===== config.mk =====
export PLATFORM = sky130hd
export DESIGN_NAME = bcd_calendar
export DESIGN_NICKNAME = d
export VERILOG_FILES = /design/src/rtl/bcd_cal_pkg.sv /design/src/rtl/cal_prescaler.sv /design/src/rtl/cal_bcd_wrap.sv /design/src/rtl/cal_hour_step.sv /design/src/rtl/cal_month_days.sv /design/src/rtl/bcd_calendar.sv
export SDC_FILE = /design/constraint.sdc
export NUM_CORES = 1
export LEC_CHECK = 0
export BUFFER_PORTS_ARGS = -buffer_cell sky130_fd_sc_hd__buf_2
export CORE_MARGIN = 2
export CORE_UTILIZATION = 35
export CTS_BUF_LIST = sky130_fd_sc_hd__clkbuf_4
export DETAILED_ROUTE_END_ITERATION = 12
export PLACE_DENSITY_LB_ADDON = 0.2
export SYNTH_ARGS = -nofsm -noshare
export SYNTH_HDL_FRONTEND = slang
export SYNTH_SLANG_ARGS = --single-unit

===== constraint.sdc =====
create_clock -name clk -period 6.3 [get_ports clk]
set_input_delay 1.26 -clock clk [delete_from_list [all_inputs] [get_ports clk]]
set_output_delay 1.26 -clock clk [all_outputs]
set_load 0.005 [all_outputs]

===== src/rtl/bcd_cal_pkg.sv =====
package bcd_cal_pkg;
   localparam int unsigned FIELD_W = 8;
   localparam int unsigned ADDR_W  = 3;

   typedef enum logic [ADDR_W-1:0] {
      F_SEC  = 3'd0,
      F_MIN  = 3'd1,
      F_HOUR = 3'd2,
      F_WDAY = 3'd3,
      F_MDAY = 3'd4,
      F_MON  = 3'd5,
      F_YEAR = 3'd6,
      F_NONE = 3'd7
   } field_e;

   // BCD increment of a two-digit value, no wrap handling
   function automatic logic [FIELD_W-1:0] bcd_step(input logic [FIELD_W-1:0] v);
      if (v[3:0] == 4'd9) return {v[7:4] + 4'd1, 4'd0};
      return {v[7:4], v[3:0] + 4'd1};
   endfunction
endpackage


===== src/rtl/cal_prescaler.sv =====
module cal_prescaler #(
   parameter int unsigned TICKS_PER_SEC = 32768
) (
   input  logic clk,
   input  logic rst_n,
   input  logic tick_en,
   input  logic run,
   input  logic restart,
   output logic sec_pulse,
   output logic sq
);
   localparam int unsigned CW   = (TICKS_PER_SEC > 1) ? $clog2(TICKS_PER_SEC) : 1;
   localparam int unsigned HALF = TICKS_PER_SEC / 2;

   if (TICKS_PER_SEC < 1) begin : g_bad_rate
      $error("cal_prescaler: TICKS_PER_SEC must be at least 1");
   end

   if (TICKS_PER_SEC == 1) begin : g_direct
      logic tog_q;
      assign sec_pulse = tick_en & run & ~restart;
      always_ff @(posedge clk) begin
         if (!rst_n)         tog_q <= 1'b0;
         else if (restart)   tog_q <= 1'b0;
         else if (sec_pulse) tog_q <= ~tog_q;
      end
      assign sq = tog_q;
   end else begin : g_div
      localparam logic [CW-1:0] LAST = CW'(TICKS_PER_SEC - 1);
      logic [CW-1:0] cnt_q;
      always_ff @(posedge clk) begin
         if (!rst_n)                cnt_q <= '0;
         else if (restart)          cnt_q <= '0;
         else if (tick_en && run)   cnt_q <= (cnt_q == LAST) ? '0 : cnt_q + 1'b1;
      end
      assign sec_pulse = tick_en & run & ~restart & (cnt_q == LAST);
      assign sq        = (cnt_q >= CW'(HALF));
   end
endmodule


===== src/rtl/cal_bcd_wrap.sv =====
module cal_bcd_wrap
   import bcd_cal_pkg::*;
#(
   parameter logic [FIELD_W-1:0] FIRST = 8'h00
) (
   input  logic [FIELD_W-1:0] cur,
   input  logic [FIELD_W-1:0] last,
   output logic [FIELD_W-1:0] nxt,
   output logic               wrap
);
   assign wrap = (cur == last);
   assign nxt  = wrap ? FIRST : bcd_step(cur);
endmodule


===== src/rtl/cal_hour_step.sv =====
module cal_hour_step (
   input  logic [6:0] hr,
   output logic [6:0] nxt,
   output logic       day_carry
);
   logic       mode12;
   logic       pm;
   logic [4:0] h12_inc;
   logic [5:0] h24_inc;

   assign mode12  = hr[6];
   assign pm      = hr[5];
   assign h12_inc = (hr[3:0] == 4'd9) ? 5'h10 : {hr[4], hr[3:0] + 4'd1};
   assign h24_inc = (hr[3:0] == 4'd9) ? {hr[5:4] + 2'd1, 4'd0} : {hr[5:4], hr[3:0] + 4'd1};

   always_comb begin
      day_carry = 1'b0;
      if (mode12) begin
         if (hr[4:0] == 5'h11) begin
            nxt       = {1'b1, ~pm, 5'h12};
            day_carry = pm;
         end else if (hr[4:0] == 5'h12) begin
            nxt = {1'b1, pm, 5'h01};
         end else begin
            nxt = {1'b1, pm, h12_inc};
         end
      end else if (hr[5:0] == 6'h23) begin
         nxt       = 7'h00;
         day_carry = 1'b1;
      end else begin
         nxt = {1'b0, h24_inc};
      end
   end
endmodule


===== src/rtl/cal_month_days.sv =====
module cal_month_days
   import bcd_cal_pkg::*;
(
   input  logic [FIELD_W-1:0] mon,
   input  logic [FIELD_W-1:0] yr,
   output logic [FIELD_W-1:0] last_day
);
   logic [6:0] yr_bin;
   logic       leap;

   assign yr_bin = 7'(yr[7:4]) * 7'd10 + 7'(yr[3:0]);
   assign leap   = (yr_bin[1:0] == 2'b00);

   always_comb begin
      case (mon)
         8'h02:                      last_day = leap ? 8'h29 : 8'h28;
         8'h04, 8'h06, 8'h09, 8'h11: last_day = 8'h30;
         default:                    last_day = 8'h31;
      endcase
   end
endmodule


===== src/rtl/bcd_calendar.sv =====
module bcd_calendar
   import bcd_cal_pkg::*;
#(
   parameter int unsigned TICKS_PER_SEC = 32768
) (
   input  logic              clk,
   input  logic              rst_n,
   input  logic              tick_en,
   input  logic              wr_en,
   input  logic [ADDR_W-1:0] wr_addr,
   input  logic [7:0]        wr_data,
   input  logic [ADDR_W-1:0] rd_addr,
   output logic [7:0]        rd_data,
   output logic              sq_out
);
   // counter fields in carry order: sec, min, wday, mday, mon, year
   localparam int unsigned NF = 6;
   localparam logic [NF*8-1:0] FIRSTS = {8'h00, 8'h01, 8'h01, 8'h01, 8'h00, 8'h00};
   localparam logic [NF*8-1:0] MASKS  = {8'hFF, 8'h1F, 8'h3F, 8'h07, 8'h7F, 8'h7F};
   localparam logic [NF*3-1:0] ADDRS  = {F_YEAR, F_MON, F_MDAY, F_WDAY, F_MIN, F_SEC};

   logic [NF-1:0][7:0] fld_q;
   logic [NF-1:0][7:0] f_last;
   logic [NF-1:0][7:0] f_nxt;
   logic [NF-1:0]      f_wrap;
   logic [NF-1:0]      f_en;
   logic [7:0]         hr_q;
   logic [6:0]         hr_nxt;
   logic               hr_en;
   logic               day_carry;
   logic               halt_q;
   logic               sec_wr;
   logic               sec_pulse;
   logic [7:0]         mday_last;

   assign sec_wr = wr_en && (wr_addr == F_SEC);

   cal_prescaler #(.TICKS_PER_SEC(TICKS_PER_SEC)) u_pre (
      .clk(clk), .rst_n(rst_n), .tick_en(tick_en), .run(~halt_q),
      .restart(sec_wr), .sec_pulse(sec_pulse), .sq(sq_out)
   );

   cal_month_days u_mdays (.mon(fld_q[4]), .yr(fld_q[5]), .last_day(mday_last));

   cal_hour_step u_hour (.hr(hr_q[6:0]), .nxt(hr_nxt), .day_carry(day_carry));

   assign f_last = {8'h99, 8'h12, mday_last, 8'h07, 8'h59, 8'h59};

   // carry chain
   assign f_en[0] = sec_pulse;
   assign f_en[1] = f_en[0] & f_wrap[0];
   assign hr_en   = f_en[1] & f_wrap[1];
   assign f_en[2] = hr_en & day_carry;
   assign f_en[3] = hr_en & day_carry;
   assign f_en[4] = f_en[3] & f_wrap[3];
   assign f_en[5] = f_en[4] & f_wrap[4];

   for (genvar i = 0; i < NF; i++) begin : g_field
      cal_bcd_wrap #(.FIRST(FIRSTS[i*8 +: 8])) u_wrap (
         .cur(fld_q[i]), .last(f_last[i]), .nxt(f_nxt[i]), .wrap(f_wrap[i])
      );
      always_ff @(posedge clk) begin
         if (!rst_n)
            fld_q[i] <= FIRSTS[i*8 +: 8];
         else if (wr_en && (wr_addr == ADDRS[i*3 +: 3]))
            fld_q[i] <= wr_data & MASKS[i*8 +: 8];
         else if (f_en[i])
            fld_q[i] <= f_nxt[i];
      end
   end

   always_ff @(posedge clk) begin
      if (!rst_n) begin
         hr_q   <= 8'h00;
         halt_q <= 1'b0;
      end else begin
         if (wr_en && (wr_addr == F_HOUR)) hr_q <= wr_data & 8'h7F;
         else if (hr_en)                   hr_q <= {1'b0, hr_nxt};
         if (sec_wr) halt_q <= wr_data[7];
      end
   end

   always_comb begin
      case (rd_addr)
         F_SEC:   rd_data = fld_q[0] | {halt_q, 7'b0};
         F_MIN:   rd_data = fld_q[1];
         F_HOUR:  rd_data = hr_q;
         F_WDAY:  rd_data = fld_q[2];
         F_MDAY:  rd_data = fld_q[3];
         F_MON:   rd_data = fld_q[4];
         F_YEAR:  rd_data = fld_q[5];
         default: rd_data = 8'h00;
      endcase
   end
endmodule


==> flow_summary_export.csv <==
group,metric,value,unit
pwr,sw_frac_of_total,31.4,%
job,drv_cap,0,
setup_path,worstPathArrival,2.70,ns
pwr,comb_power_share,11.8,%
synthesis,synth_seq_area_share,27.6,%
floorplanning,ios,27,
clock_network,cts_tree,"done",
pwr,power.density,166,nW/um2
drt,vias,5187,
pwr,total_power,0.914,mW
grt,grt_pass1_vias,4975,
min_path,hp-class,"reg2reg",
grt,overflow,0,
grt,track_usage,21.3,%
placement,gp_congestion,0.890,
floorplanning,num_rows,44,
synthesis,synthArstFlopShare,0,%
synthesis,yosysWarnings,0,
drt,wl,16600,um
sta,fmax,0.253,GHz
sta,relSlewSlack,28.5,%
grt,antenna_found_initial,1,
clock_network,cts_sinks,71,
setup_path,ff2ff_path_depth,8,
setup_path,r2r_slack,3.26,ns
setup_path,crit_type,"in2out",
clock_network,h-tree-depth,3,
grt,grt_start_max_net_pins,30,
clock_network,post_cts_resized,0,
min_path,holdPathEnd,"u_pre.g_div.cnt_q[1]",
pwr,p_leak,1.94,nW
sta,rsz0062_at_grt,"no",
sta,setup_ws,2.34,ns
placement,placed_area,5370,um2
pwr,p_switching,0.287,mW
clock_network,cts-root-buf,"clkbuf_4",
synthesis,avgSynthCellArea,7.66,um2
drt,wl_per_cell,19.2,um
drt,drc,0,
sta,tns,0,ns
setup_path,critPathLaunchType,"input pin",
clock_network,numCtsBuffers,9,
synthesis,synth_seq_cells,71,
synthesis,syn_inst,671,
placement,io_buffers,26,
run_status,status,"completed",
clock_network,cts-hold-fix-buffers,0,
floorplanning,die_h,125,um
drt,antenna_left,0,
pwr,p_int,0.627,mW
setup_path,r2r-start,"fld_q[36]",
setup_path,worstPathMaxFanout,21,
drt,routed_via_density,6.00,
sta,layout_min_cycle_time,3.96,ns
layout,design_area,5520,um2
synthesis,netlist_area,5140,um2
setup_path,crit_path_end_kind,"output pin",
synthesis,synth_cell_type_count,71,
floorplanning,die_w,125,um
sta,finalSetupViolCount,0,
setup_path,timing.rr.end,"fld_q[47]",
min_path,min_path_cells,2,
min_path,worstHoldStart,"u_pre.g_div.cnt_q[1]",
sta,hold_viol,0,
floorplanning,start_util,35.7,%
placement,pre_cts_ws,2.37,ns
layout,syn_to_final_growth,7.35,%
layout,fin_nets,717,
floorplanning,die_area,15700,um2
setup_path,cp.required,5.04,ns
grt,grt_pass1_wl,26800,um
pwr,ir_worst_vdd,0.112,mV
pwr,seqPwrFrac,52.7,%
drt,drt_iter0_drc,477,
floorplanning,coreArea,14400,um2
synthesis,synth_nets,714,
pwr,clkPwrFrac,35.4,%
sta,finalMaxSlewViolations,0,
clock_network,insertion_delay,0.48,ns
clock_network,cts.clk_slew.worst_paths,0.15,ns
sta,finalCritPeriodShare,62.8,%
sta,fin_worst_skew,0.0253,ns
sta,worstMarginPinSlew,1.07,ns
layout,fin_util,38.3,%
drt,firstDrtPassIters,5,
clock_network,clockBufferDepth,2,
synthesis,ys.flop_type,"dfxtp_1",
placement,dpl.hpwl,11900,um
clock_network,post-cts-setup-buffer-count,0,
synthesis,synth_edf_count,0,
layout,drive_gt1_share,10.3,%
==> per-stage QoR <==
| stage | std cells | hold WS, ns |
|---|---|---|
| floorplan | 671 | 0.472 |
| global placement | 847 | 0.489 |
| detailed placement | 847 | 0.517 |
| CTS | 863 | 0.537 |
| global route | 864 | 0.563 |
| finish | 864 | 0.529 |
==> state kept, by name, indices dropped and copies added (netlist names) <==
register	cells
fld_q	48
halt_q	1
hr_q	7
u_pre.g_div.cnt_q	15
==> cell type report <==
class / count / area, um2
timing repair buffer: 30 / 160
multi-input combinational: 535 / 3460
clock inverter: 7 / 77.6
clock buffer: 9 / 67.6
antenna: 1 / 2.50
fill: 1525 / 8900
tap: 184 / 230
inverter: 27 / 101
sequential: 71 / 1420
==> how the worst max path moves through the flow <==
| stage | startpoint | end |
|---|---|---|
| 2_1_floorplan | rd_addr[1] | rd_data[3] |
| 3_3_place_gp | rd_addr[1] | rd_data[0] |
| 3_5_place_dp | rd_addr[1] | rd_data[0] |
| 4_1_cts | rd_addr[1] | rd_data[0] |
| 5_1_grt | rd_addr[1] | rd_data[0] |
| 6_report | rd_addr[1] | rd_data[0] |
==> cell usage in the layout, fill, tap and decap left out, types with 4 or more instances in the layout <==
| master | n |
|---|---|
| a31oi_1 | 13 |
| nand4_1 | 13 |
| inv_1 | 27 |
| mux2_2 | 6 |
| dfxtp_1 | 71 |
| mux2i_1 | 13 |
| nor2_1 | 80 |
| nor4_1 | 9 |
| nand2b_1 | 6 |
| or2_2 | 4 |
| nand2_1 | 66 |
| or3_1 | 4 |
| and2_1 | 7 |
| or4_1 | 11 |
| inv_6 | 4 |
| xor2_1 | 8 |
| o21ai_0 | 42 |
| ha_1 | 25 |
| nand3b_1 | 11 |
| nor3_1 | 16 |
| a311oi_1 | 11 |
| nor3b_1 | 4 |
| nand3_1 | 30 |
| a211oi_1 | 8 |
| xnor2_1 | 10 |
| o31ai_1 | 8 |
| buf_4 | 4 |
| clkbuf_4 | 9 |
| a21oi_1 | 38 |
| nor2b_1 | 9 |
| and3_1 | 12 |
| and3b_1 | 9 |
| buf_2 | 26 |
| mux4_2 | 5 |
==> power by group through the flow <==
stage               sequential [mW]  clock, mW  combinational [mW]
finish                        0.482      0.324               0.108
global route                  0.484      0.351               0.120
CTS                           0.481      0.336               0.107
detailed placement            0.491          0               0.107
global placement              0.492          0               0.104
floorplan                     0.480          0              0.0767
==> cells in the mapped netlist, types with 3 or more instances <==
library cell	count	area share (%)
clkbuf_1	29	2.1
buf_2	4	0.39
mux4_2	5	2.2
nor4b_1	3	0.51
ha_1	25	6.1
nor3_1	16	1.6
inv_1	27	2.0
nand3b_1	11	1.6
nor2b_1	9	1.1
a311oi_1	11	1.9
a211oi_1	8	1.2
xor2_1	8	1.4
or3_1	4	0.49
mux2i_1	13	2.5
nand4_1	13	1.6
nand2_1	66	4.8
o21a_1	3	0.44
o31ai_1	8	1.2
nand3_1	30	2.9
nor2_1	80	5.8
o21ai_0	42	4.1
nand2b_1	6	0.73
dfxtp_1	71	28
and3b_1	9	1.5
nor3b_1	4	0.58
or2_2	4	0.49
and3_1	12	1.5
a22oi_1	3	0.44
a21oi_1	38	3.7
a311o_1	3	0.58
xnor2_1	10	1.7
nor4_1	9	1.1
a32o_1	3	0.58
and4_1	3	0.51
mux2_2	6	1.3
a211o_1	3	0.51
o2111ai_1	3	0.51
and2_1	7	0.85
or4_1	11	1.6
a31oi_1	13	1.6
==> critical path: stages <==
cell     delay, ns
buf_2         0.39
mux2i_1       0.24
nor2_1        0.05
a31oi_1       0.17
nor2_1        0.06
a31oi_1       0.15
o21ai_0       0.18
buf_2         0.19
==> metal layers <==
| metal | routed length [um] | vias up | GRT usage [%] | part of all wire [%] |
|---|---|---|---|---|
| met1 | 7450 | 2498 | 27.8 | 45 |
| li1 | - | 2479 | - | - |
| met2 | 7830 | 176 | 34.4 | 47 |
| met3 | 890 | 34 | 4.54 | 5.4 |
| met4 | 415 | 0 | 8.37 | 2.5 |
| met5 | 0 | - | 0 | 0 |
==> cells by family after synthesis <==
family,count (synthesis),synth area share [%]
fa+ha+maj,25,6.08
flops,71,27.6
compound gates,159,20.3
xor+xnor,18,3.07
buf+inv,65,5.09
mux,24,6.03
simple gates,309,31.8
No activity file was read; power rests on OpenSTA's default activity.
